### src/rtl/ccu_pkg.sv
package ccu_pkg;

  localparam int FIELDS   = 8;
  localparam int FIELD_W  = 4;
  localparam int FIDX_W   = $clog2(FIELDS);

  localparam logic [5:0] OPC_XFORM = 6'd31;
  localparam logic [5:0] OPC_IMM_S = 6'd11;
  localparam logic [5:0] OPC_IMM_U = 6'd10;
  localparam logic [9:0] XO_CMP_S  = 10'd0;
  localparam logic [9:0] XO_CMP_U  = 10'd32;

  // Strobes from the decoder to the datapath.
  typedef struct packed {
    logic              cmpEn;
    logic              isSigned;
    logic              useImm;
    logic              fullWidth;
    logic [FIDX_W-1:0] dstField;
    logic              recEn;
    logic              recFull;
  } ccu_ctrl_t;

endpackage

### src/rtl/ccu_magcmp.sv
module ccu_magcmp #(
  parameter int WIDTH = 64
) (
  input  logic [WIDTH-1:0] a,
  input  logic [WIDTH-1:0] b,
  input  logic             isSigned,
  output logic             lt,
  output logic             gt,
  output logic             eq
);
  logic [WIDTH-1:0] aBias;
  logic [WIDTH-1:0] bBias;

  // Flipping the sign bit maps two's-complement order onto unsigned order.
  always_comb begin
    aBias = {a[WIDTH-1] ^ isSigned, a[WIDTH-2:0]};
    bBias = {b[WIDTH-1] ^ isSigned, b[WIDTH-2:0]};
    lt    = aBias < bBias;
    gt    = aBias > bBias;
    eq    = !lt && !gt;
  end
endmodule

### src/rtl/ccu_ctrl.sv
module ccu_ctrl
  import ccu_pkg::*;
(
  input  logic        issueValid,
  input  logic [31:0] instrWord,
  input  logic        wideMode,
  input  logic        recValid,
  output ccu_ctrl_t   ctrl
);
  logic [5:0] primOp;
  logic [9:0] extOp;
  logic       widthBit;
  logic       isRegSigned;
  logic       isRegUnsigned;
  logic       isImmSigned;
  logic       isImmUnsigned;

  always_comb begin
    primOp        = instrWord[31:26];
    extOp         = instrWord[10:1];
    widthBit      = instrWord[21];
    isRegSigned   = (primOp == OPC_XFORM) && (extOp == XO_CMP_S);
    isRegUnsigned = (primOp == OPC_XFORM) && (extOp == XO_CMP_U);
    isImmSigned   = (primOp == OPC_IMM_S);
    isImmUnsigned = (primOp == OPC_IMM_U);

    ctrl.cmpEn     = issueValid &&
                     (isRegSigned || isRegUnsigned || isImmSigned || isImmUnsigned);
    ctrl.isSigned  = isRegSigned || isImmSigned;
    ctrl.useImm    = isImmSigned || isImmUnsigned;
    ctrl.fullWidth = wideMode && widthBit;
    ctrl.dstField  = instrWord[25:23];
    ctrl.recEn     = recValid;
    ctrl.recFull   = wideMode;
  end
endmodule

### src/rtl/ccu_datapath.sv
module ccu_datapath
  import ccu_pkg::*;
#(
  parameter int XLEN   = 64,
  parameter int NARROW = 32,
  parameter int IMMW   = 16
) (
  input  logic                      clk,
  input  logic                      rst_n,
  input  ccu_ctrl_t                 ctrl,
  input  logic [XLEN-1:0]           opndA,
  input  logic [XLEN-1:0]           opndB,
  input  logic [IMMW-1:0]           imm,
  input  logic                      sumOvf,
  input  logic [XLEN-1:0]           recResult,
  output logic [FIELDS*FIELD_W-1:0] condReg
);
  localparam int CRW  = FIELDS * FIELD_W;
  localparam int UPPR = XLEN - NARROW;
  localparam int IMMX = XLEN - IMMW;

  logic [XLEN-1:0]  immExt;
  logic [XLEN-1:0]  bSel;
  logic [XLEN-1:0]  aCmp;
  logic [XLEN-1:0]  bCmp;
  logic [XLEN-1:0]  recCmp;
  logic             cLt, cGt, cEq;
  logic             rLt, rGt, rEq;
  logic [FIELD_W-1:0] cmpCode;
  logic [FIELD_W-1:0] recCode;
  logic [CRW-1:0]   crNext;

  always_comb begin
    immExt = ctrl.isSigned ? {{IMMX{imm[IMMW-1]}}, imm} : {{IMMX{1'b0}}, imm};
    bSel   = ctrl.useImm ? immExt : opndB;
    if (ctrl.fullWidth) begin
      aCmp = opndA;
      bCmp = bSel;
    end else begin
      aCmp = {{UPPR{ctrl.isSigned & opndA[NARROW-1]}}, opndA[NARROW-1:0]};
      bCmp = {{UPPR{ctrl.isSigned & bSel[NARROW-1]}}, bSel[NARROW-1:0]};
    end
    recCmp = ctrl.recFull ? recResult
                          : {{UPPR{recResult[NARROW-1]}}, recResult[NARROW-1:0]};
  end

  ccu_magcmp #(.WIDTH(XLEN)) explicitCmp_i (
    .a(aCmp), .b(bCmp), .isSigned(ctrl.isSigned),
    .lt(cLt), .gt(cGt), .eq(cEq)
  );

  ccu_magcmp #(.WIDTH(XLEN)) recordCmp_i (
    .a(recCmp), .b('0), .isSigned(1'b1),
    .lt(rLt), .gt(rGt), .eq(rEq)
  );

  always_comb begin
    cmpCode = {cLt, cGt, cEq, sumOvf};
    recCode = {rLt, rGt, rEq, sumOvf};
    crNext  = condReg;
    if (ctrl.recEn)
      crNext[CRW-1 -: FIELD_W] = recCode;
    // Explicit compare is applied last, so it overrides a record write to field 0.
    if (ctrl.cmpEn)
      crNext[CRW-1-FIELD_W*int'(ctrl.dstField) -: FIELD_W] = cmpCode;
  end

  always_ff @(posedge clk) begin
    if (!rst_n) condReg <= '0;
    else        condReg <= crNext;
  end
endmodule

### src/rtl/ccu_top.sv
module ccu_top
  import ccu_pkg::*;
#(
  parameter int XLEN   = 64,
  parameter int NARROW = 32,
  parameter int IMMW   = 16
) (
  input  logic            clk,
  input  logic            rst_n,
  input  logic            issueValid,
  input  logic [31:0]     instrWord,
  input  logic [XLEN-1:0] opndA,
  input  logic [XLEN-1:0] opndB,
  input  logic            wideMode,
  input  logic            sumOvf,
  input  logic            recValid,
  input  logic [XLEN-1:0] recResult,
  output logic [31:0]     condReg
);
  ccu_ctrl_t ctrl;

  ccu_ctrl ctrl_i (
    .issueValid(issueValid), .instrWord(instrWord), .wideMode(wideMode),
    .recValid(recValid), .ctrl(ctrl)
  );

  ccu_datapath #(.XLEN(XLEN), .NARROW(NARROW), .IMMW(IMMW)) dp_i (
    .clk(clk), .rst_n(rst_n), .ctrl(ctrl), .opndA(opndA), .opndB(opndB),
    .imm(instrWord[IMMW-1:0]), .sumOvf(sumOvf), .recResult(recResult),
    .condReg(condReg)
  );
endmodule

### config.mk
export PLATFORM = sky130hd
export DESIGN_NAME = ccu_top
export DESIGN_NICKNAME = d
export VERILOG_FILES = /design/src/rtl/ccu_pkg.sv /design/src/rtl/ccu_magcmp.sv /design/src/rtl/ccu_ctrl.sv /design/src/rtl/ccu_datapath.sv /design/src/rtl/ccu_top.sv
export SDC_FILE = /design/constraint.sdc
export NUM_CORES = 1
export LEC_CHECK = 0
export ABC_AREA = 1
export BUFFER_PORTS_ARGS = -buffer_cell sky130_fd_sc_hd__buf_2
export CORE_MARGIN = 5
export CORE_UTILIZATION = 25
export DETAILED_ROUTE_END_ITERATION = 12
export GPL_TIMING_DRIVEN = 0
export PLACE_DENSITY = 0.56
export SYNTH_ARGS = -nofsm -noshare
export SYNTH_HDL_FRONTEND = slang
export SYNTH_HIERARCHICAL = 1
export SYNTH_SLANG_ARGS = --single-unit
### constraint.sdc
create_clock -name clk -period 3.2 [get_ports clk]
set_input_delay 0.16 -clock clk [delete_from_list [all_inputs] [get_ports clk]]
set_output_delay 0.16 -clock clk [all_outputs]
set_load 0.01 [all_outputs]
### Yosys cells after proc, flatten, opt, wreduce, memory -nomap -nowiden

Index checks and enable logic that the tools add are counted.
W data, S select, Z words.

| word-level totals | value |
|---|---|
| register bits after elaboration | 32 |
| input bits | 230 |
| output and inout bits | 32 |

| operators by class | value |
|---|---|
| add/subtract/negate cells | 2 |
| $lt $le $gt $ge | 4 |
| eq/ne operators | 4 |
| shift operators | 2 |
| multiplexer cells | 8 |
| bitwise gates (word level) | 5 |
| reductions and logical operators | 16 |

Operator list:

| cell | number |
|---|---|
| $mux W64 | 5 |
| $gt A64 B64 Y1 | 1 |
| $gt A64 B64 Y1 const B | 1 |
| $lt A64 B64 Y1 | 1 |
| $lt A64 B64 Y1 const B | 1 |
| $shift A4 B33 Y35 const A | 1 |
| $shiftx A4 B33 Y35 | 1 |
| $neg A32 Y33 | 1 |
| $bwmux W32 | 1 |
| $mux W32 | 1 |
| $eq A6 B4 Y1 const B | 2 |
| $eq A10 B6 Y1 const B | 1 |
| $logic_not A10 Y1 | 1 |
| $eq A6 B5 Y1 const B | 1 |
| $logic_and A1 B1 Y1 | 6 |
| $sub A5 B5 Y6 const A | 1 |
| $logic_or A1 B1 Y1 | 5 |
| $logic_not A1 Y1 | 4 |
| $mux W4 | 1 |
| $and A1 B1 Y1 | 2 |
| $xor A1 B1 Y1 | 2 |
| $not A1 Y1 | 1 |

### Longest topological paths before layout

Gate-level depths: netlist of run 1.

| depth | value |
|---|---|
| depth in word-level cells | 14 |
| mapped depth | 26 |
| gate-level depth less buffers | 24 |

### Modules after synthesis

The synthesis of run 1 kept the hierarchy.

By module, submodules not included:

| module | times used | cells each | area an instance (um2) | sequential area each (um2) |
|---|---|---|---|---|
| ccu_magcmp | 2 | 282 | 1725.4 | 0.0 |
| ccu_datapath | 1 | 517 | 2815.2 | 640.6 |
| ccu_ctrl | 1 | 30 | 151.4 | 0.0 |

### Worst setup path before layout of run 1

Ideal clock, no wire load.

| path | value |
|---|---|
| kind | in2reg |
| from | input port instrWord[27] |
| to | register with a tool-made name |
| setup time | 0.065 ns |
| data arrival time | 2.785 ns |
| data required time | 3.135 ns |
| setup slack | 0.350 ns |
| cell stages on the path | 23 |
| cells stage by stage | inv_1 nor2_2 nand2_1 nor2_2 nand2_2 o21ai_2 nand3_4 buf_6 buf_6 o21ai_1 nand2_1 nand2_1 inv_1 ha_1 nand4_1 nor3_2 and3_1 nand2_2 inv_1 nand2_1 a21oi_1 o21ai_0 nor2_1 |

RTL lines:

| element | line | text |
|---|---|---|
| start: declaration | ccu_top.sv:11 | `input logic [31:0] instrWord,` |

==> results of run 1 <==
[power breakdown]
| part | switching (mW) | internal [mW] | total [mW] |
|---|---|---|---|
| clock | 0.166 | 0.409 | 0.575 |
| sequential | 0.00230 | 0.403 | 0.406 |
| combinational | 0.445 | 0.368 | 0.812 |
[metal layers]
metal	share of wire	up-vias
li1	-	4021
met1	0.44	3092
met2	0.46	198
met3	0.089	20
met5	0.0036	-
met4	0.0065	12
[repair_timing]
item	in CTS	in global routing
cloned	0	1
pin swaps	2	15
gates resized for setup	7	25
setup endpoints to repair	24	24
buffers inserted	2	3
[metrics by stage]
step                hold WS [ns]  cell area (sq um)
floorplan                  0.292               6660
detailed placement         0.463               8330
finish                     0.178               8700
global placement           0.456               8330
global route               0.179               8700
CTS                        0.172               8560
[cell usage in the layout, fill, tap and decap left out, types with 7 or more instances in the layout]
master	n
o21ai_0	74
conb_1	66
ha_1	127
nand2_2	18
buf_4	10
nand4_1	9
a21oi_1	63
buf_6	7
inv_1	216
nand2_1	335
nand3_1	10
clkbuf_1	11
mux2_2	16
nor2_1	114
buf_2	261
dfxtp_1	32
o21ai_1	14
[area by class of cell]
| class | instances | area share |
|---|---|---|
| flip-flops and latches | 32 | 0.0736 |
| well taps | 330 | 0.0475 |
| clock inverters | 1 | 0.00345 |
| multi-input cells | 884 | 0.580 |
| plain buffers | 41 | 0.0302 |
| diodes | 2 | 0.000575 |
| clock buffers | 7 | 0.0175 |
| repair buffers | 257 | 0.153 |
| inverters | 218 | 0.0941 |
[worst paths after layout]
kind	from	end	slack, ns	cells after the start
setup reg to reg	dp_i/condReg[29]	dp_i/condReg[29]	2.49	4
setup / recovery	instrWord[4]	register	0.27	24
hold reg to reg	register	register	0.47	2
hold / removal	rst_n	register	0.18	3
[logic make-up (layout without fill, tap and decap cells)]
kind of cell	after synthesis	count (layout)	share of synthesized area
simple gates	503	503	0.315
buf+inv	259	524	0.166
compound gates	167	167	0.135
fa+ha+maj	128	128	0.250
flops	32	32	0.0998
mux	16	16	0.0281
xor+xnor	4	4	0.00546
other cells	2	68	0.00117
[worst max-delay path, cell delays in order]
cell and delay, ns:
buf_2 0.15, nor2_1 0.12, nand2_1 0.10, nor2_2 0.10, nand2_2 0.08, o21ai_4 0.18, nand3_4 0.12, buf_8 0.15
buf_6 0.13, o21ai_1 0.09, nand2_1 0.07, nand2_1 0.06, inv_1 0.06, ha_4 0.27, nand4_1 0.09, nor3_2 0.22
and3_4 0.24, nand2_4 0.07, nor2_4 0.11, buf_4 0.12, a21oi_4 0.03, buf_12 0.15, o21ai_0 0.17, nor2_1 0.05
==> metrics, run 1 <==
run status finished clean; crit path DAT about 3.1 ns; Cell Rows 58; Hold Fails Final Rpt 0; clock transition at the registers of the reported paths 0.05 ns; total wire length after detailed routing 21.6 mm; wire length of the first global-routing pass 33.7 mm; Clk Tree Root Cell clkbuf_16; Period Utilization, post-route 0.915; via total after detailed routing 7343; cells taking the most area after synthesis ha_1 25%, nand2_1 20%, inv_1 13%; proportion of netlist area held by the largest area contributor 0.250; number of H-tree levels 2; Final setup viols 0; peak-usage layer in the global routing report met2; Final Power ~1.8 mW; effective utilization at floorplan 0.254; number of global-route vias before repair 7157; Static Leak roughly 5.2 nW; Post-DRT Antenna Nets 0; Wirelength per Cell 12.2 microns; kind of end point of the critical path register; CP Class input port to register; grt met2 use 0.256; met1 Use GR 0.168; synthesized flop and latch total 32; DIE AREA 29000 sq um; buffers added on ports 251; synthesized instance count 1111; Async S/R FF share, synth 0; startpoint types input port; most frequent cells after synthesis 339 x nand2_1, 218 x inv_1, 128 x ha_1; drt via density 4.14; classification of the worst-slack hold path input port to register; final count of pins violating max slew 0; hold buffer count at cts 0; PwrDens 206 nW/um^2; maximum number of pins on one net before global-route repair 11; core occupancy in the finished layout 0.344; overall die width approximately 170 microns; EDFF count, synth 0; CTS tree yes; Sinks on Clock Net 32; main flop type after synthesis dfxtp_1; filler cell count in the final layout roughly 2900; number of buffers between clock root and the deepest sink 2; setup TNS after final layout 0 ns; Skew-Pair Late Insertion Delay around 0.27 ns; initial antenna violation count 7; minimum period implied by the final worst setup slack 2.93 ns; Total Routing Usage GR 0.141; Netlist cell types 30; Die Y-Extent 170 microns; Max-cap violations 0; GP Congestion 0.835; gr ovfl total 0; setup slack at placement -0.887 ns; fraction of layout instances using a drive strength above 1 0.245; required time of the worst setup path 3.37 ns; share of synthesized area occupied by flip-flops and latches 0.0998; largest fanout on the critical path 10; VDD IR max ~190 uV; area of the multi-input gates 5040 sq um; Warnings, synthesis 6; number of design-rule violations left by the first detailed-router iteration 273; Final Worst Setup Slack 0.271 ns; met3 capacity usage during global routing 0.0390; number of remaining DRC errors 0; Area Growth Syn to Fin 35.5%; detailed-placement wirelength estimate approximately 19 mm; number of cells in the design after placement 1756; Final Skew 0 ns; Core Region 25300 sq um; First-pass DRT Iterations 5; Synth area leader ha_1; top achievable clock speed 0.341 GHz; register area 641 sq um; Netlist Area Pre-Place 6420 sq um; post-synthesis average cell area between 5 and 6 sq um; final-stage net count 1797; final standard cell count with taps included and fillers excluded 1772; Inserted Clock Buffers 5; most repeated cell in the gate-level netlist after synthesis nand2_1; number of top-level pins 262
Power figures use the tool's default switching activity.
==> run 2: changes to the inputs <==
RECOVER_POWER = 100   (was default)
SETUP_SLACK_MARGIN = 0.05   (was default)
==> metrics, run 2 (same netlist as run 1, synthesis figures left out) <==
buffers added on ports 251 (unchanged); First-pass DRT Iterations 5 (unchanged); overall die width 170 microns (unchanged); Final Skew 0 ns (unchanged); total wire length after detailed routing 21.6 mm (about the same); Clk Tree Root Cell clkbuf_16; effective utilization at floorplan 0.254 (unchanged); most common cell type on the critical path nand2_1; Core Region 25300 sq um (unchanged); slowest cell delay on critical path 0.27 ns (about the same); final-stage net count 1797 (unchanged); initial antenna violation count 7 (unchanged); slowest stage cell on the critical path ha_4; CP Class input port to register; via total after detailed routing 7329 (-0.19%); number of cells in the design after placement 1756 (unchanged); drt via density 4.14 (-0.19%); core occupancy in the finished layout 0.342 (-0.00223); CTS tree yes; number of design-rule violations left by the first detailed-router iteration 285 (+4.4%); number of global-route vias before repair 7156 (-0.014%); largest fanout on the critical path 10 (unchanged); Worst Hold Slack 0.182 ns (+0.00391 ns); final count of pins violating max slew 0 (unchanged); final standard cell count with taps included and fillers excluded 1772 (unchanged); number of buffers between clock root and the deepest sink 2 (unchanged); hold buffer count at cts 0 (unchanged); maximum number of pins on one net before global-route repair 11 (unchanged); startpoint types input port; cell family with the largest share of critical-path delay simple AND/OR/NAND/NOR gates; crit path DAT 3.08 ns (-0.02 ns); PwrDens 207 nW/um^2 (+0.24%); Crit path buffers/inverters 6 (unchanged); setup slack at placement -0.887 ns (unchanged); Final Worst Setup Slack 0.280 ns (+0.00961 ns); wire length of the first global-routing pass 33.7 mm (+0.14%); GP Congestion 0.835 (unchanged); DIE AREA 29000 sq um (unchanged); Post-DRT Antenna Nets 0 (unchanged); Die Y-Extent 170 microns (unchanged); ordered cell list for the critical path buf_2 > nor2_1 > nand2_1 > nor2_2 > nand2_2 > o21ai_4 > nand3_4 > buf_8 > buf_6 > o21ai_1 > nand2_1 > nand2_1 > inv_1 > ha_4 > nand4_1 > nor3_2 > and3_4 > nand2_4 > nor2_4 > buf_4 > a21oi_2 > buf_12 > o21ai_0 > nor2_1; classification of the worst-slack hold path input port to register; kind of end point of the critical path register; number of remaining DRC errors 0 (unchanged); RSZ-0062 raised after global routing true; Wirelength per Cell 12.2 microns (about the same); Sinks on Clock Net 32 (unchanged); number of top-level pins 262 (unchanged); commonest non-fill, non-tap cell in the layout nand2_1; number of H-tree levels 2 (unchanged); Final setup viols 0 (unchanged); required time of the worst setup path 3.36 ns (about the same); run status finished clean; Cell Rows 58 (unchanged); Max-cap violations 0 (unchanged); Area Growth Syn to Fin 34.7%; VDD IR max 190 uV (-0.20%); setup TNS after final layout 0 ns (unchanged); clock transition at the registers of the reported paths 0.05 ns (about the same); worst reg-to-reg path cell count 4 (unchanged); gr ovfl total 0 (unchanged); fraction of layout instances using a drive strength above 1 0.222 (-0.0236); most frequent cells in the layout 335 x nand2_1, 229 x buf_2, 216 x inv_1, 127 x ha_1, 114 x nor2_1; worst hold path stage count 3 (unchanged); number of stages on the worst setup path 24 (unchanged); Static Leak 5.09 nW (-2.8%); Hold Fails Final Rpt 0 (unchanged); detailed-placement wirelength estimate 18.9 mm (unchanged); Total Routing Usage GR 0.141 (+0.000338); Inserted Clock Buffers 5 (unchanged); Skew-Pair Late Insertion Delay 0.27 ns (about the same); minimum period implied by the final worst setup slack 2.92 ns (-0.00961 ns); top achievable clock speed 0.343 GHz (+0.33%); Period Utilization, post-route 0.912 (-0.00300)
## run 2: worst register-to-register path: stages, from the launching register on
cell	delay, ns
dfxtp_1	0.33
nand2_1	0.06
nand3_1	0.08
nand2_1	0.05
nor2_1	0.12
## run 2: cell type report
class,instances,area (sq um)
Timing Repair Buffer,257,1290
Tap cell,330,413
Buffer,41,263
Clock inverter,1,30.0
Inverter,218,818
Multi-Input combinational cell,884,5030
Clock buffer,7,153
Fill cell,2915,16600
Antenna cell,2,5.00
Sequential cell,32,641
## run 2: through the flow
stage                     area [sq um]  power [mW]
after CTS                         8550        1.80
final                             8640        1.79
after global routing              8640        1.96
after detailed placement          8330        1.20
after floorplan                   6660       0.916
after global placement            8330        1.19
## run 2: power by group
part           leakage (nW)  internal [mW]  switching (mW)  total [mW]
Combinational          4.74          0.364           0.443       0.807
Clock                0.0901          0.409           0.164       0.573
Sequential            0.258          0.403         0.00244       0.406
Total                  5.09           1.18           0.610        1.79
## run 2: metal layers
metal  track usage  up-vias  part of all wire
li1              -     4019                 -
met5             0        -            0.0036
met4        0.0205       12            0.0065
met1         0.168     3090              0.44
met3        0.0390       20             0.084
met2         0.258      188              0.47
## run 2: final timing paths
path / from / end / slack [ns]
setup / recovery: instrWord[4] / register / 0.28
hold / removal: rst_n / register / 0.18
setup reg to reg: dp_i/condReg[29] / dp_i/condReg[29] / 2.50
hold reg to reg: register / register / 0.47
## run 2: what timing repair did
action                                  CTS  global route
pin swaps                                 1            16
hold endpoints to repair                  0             0
endpoints found under the setup margin   24            24
setup buffers                             2             3
cloned                                    0             1
resized for setup                         8            24
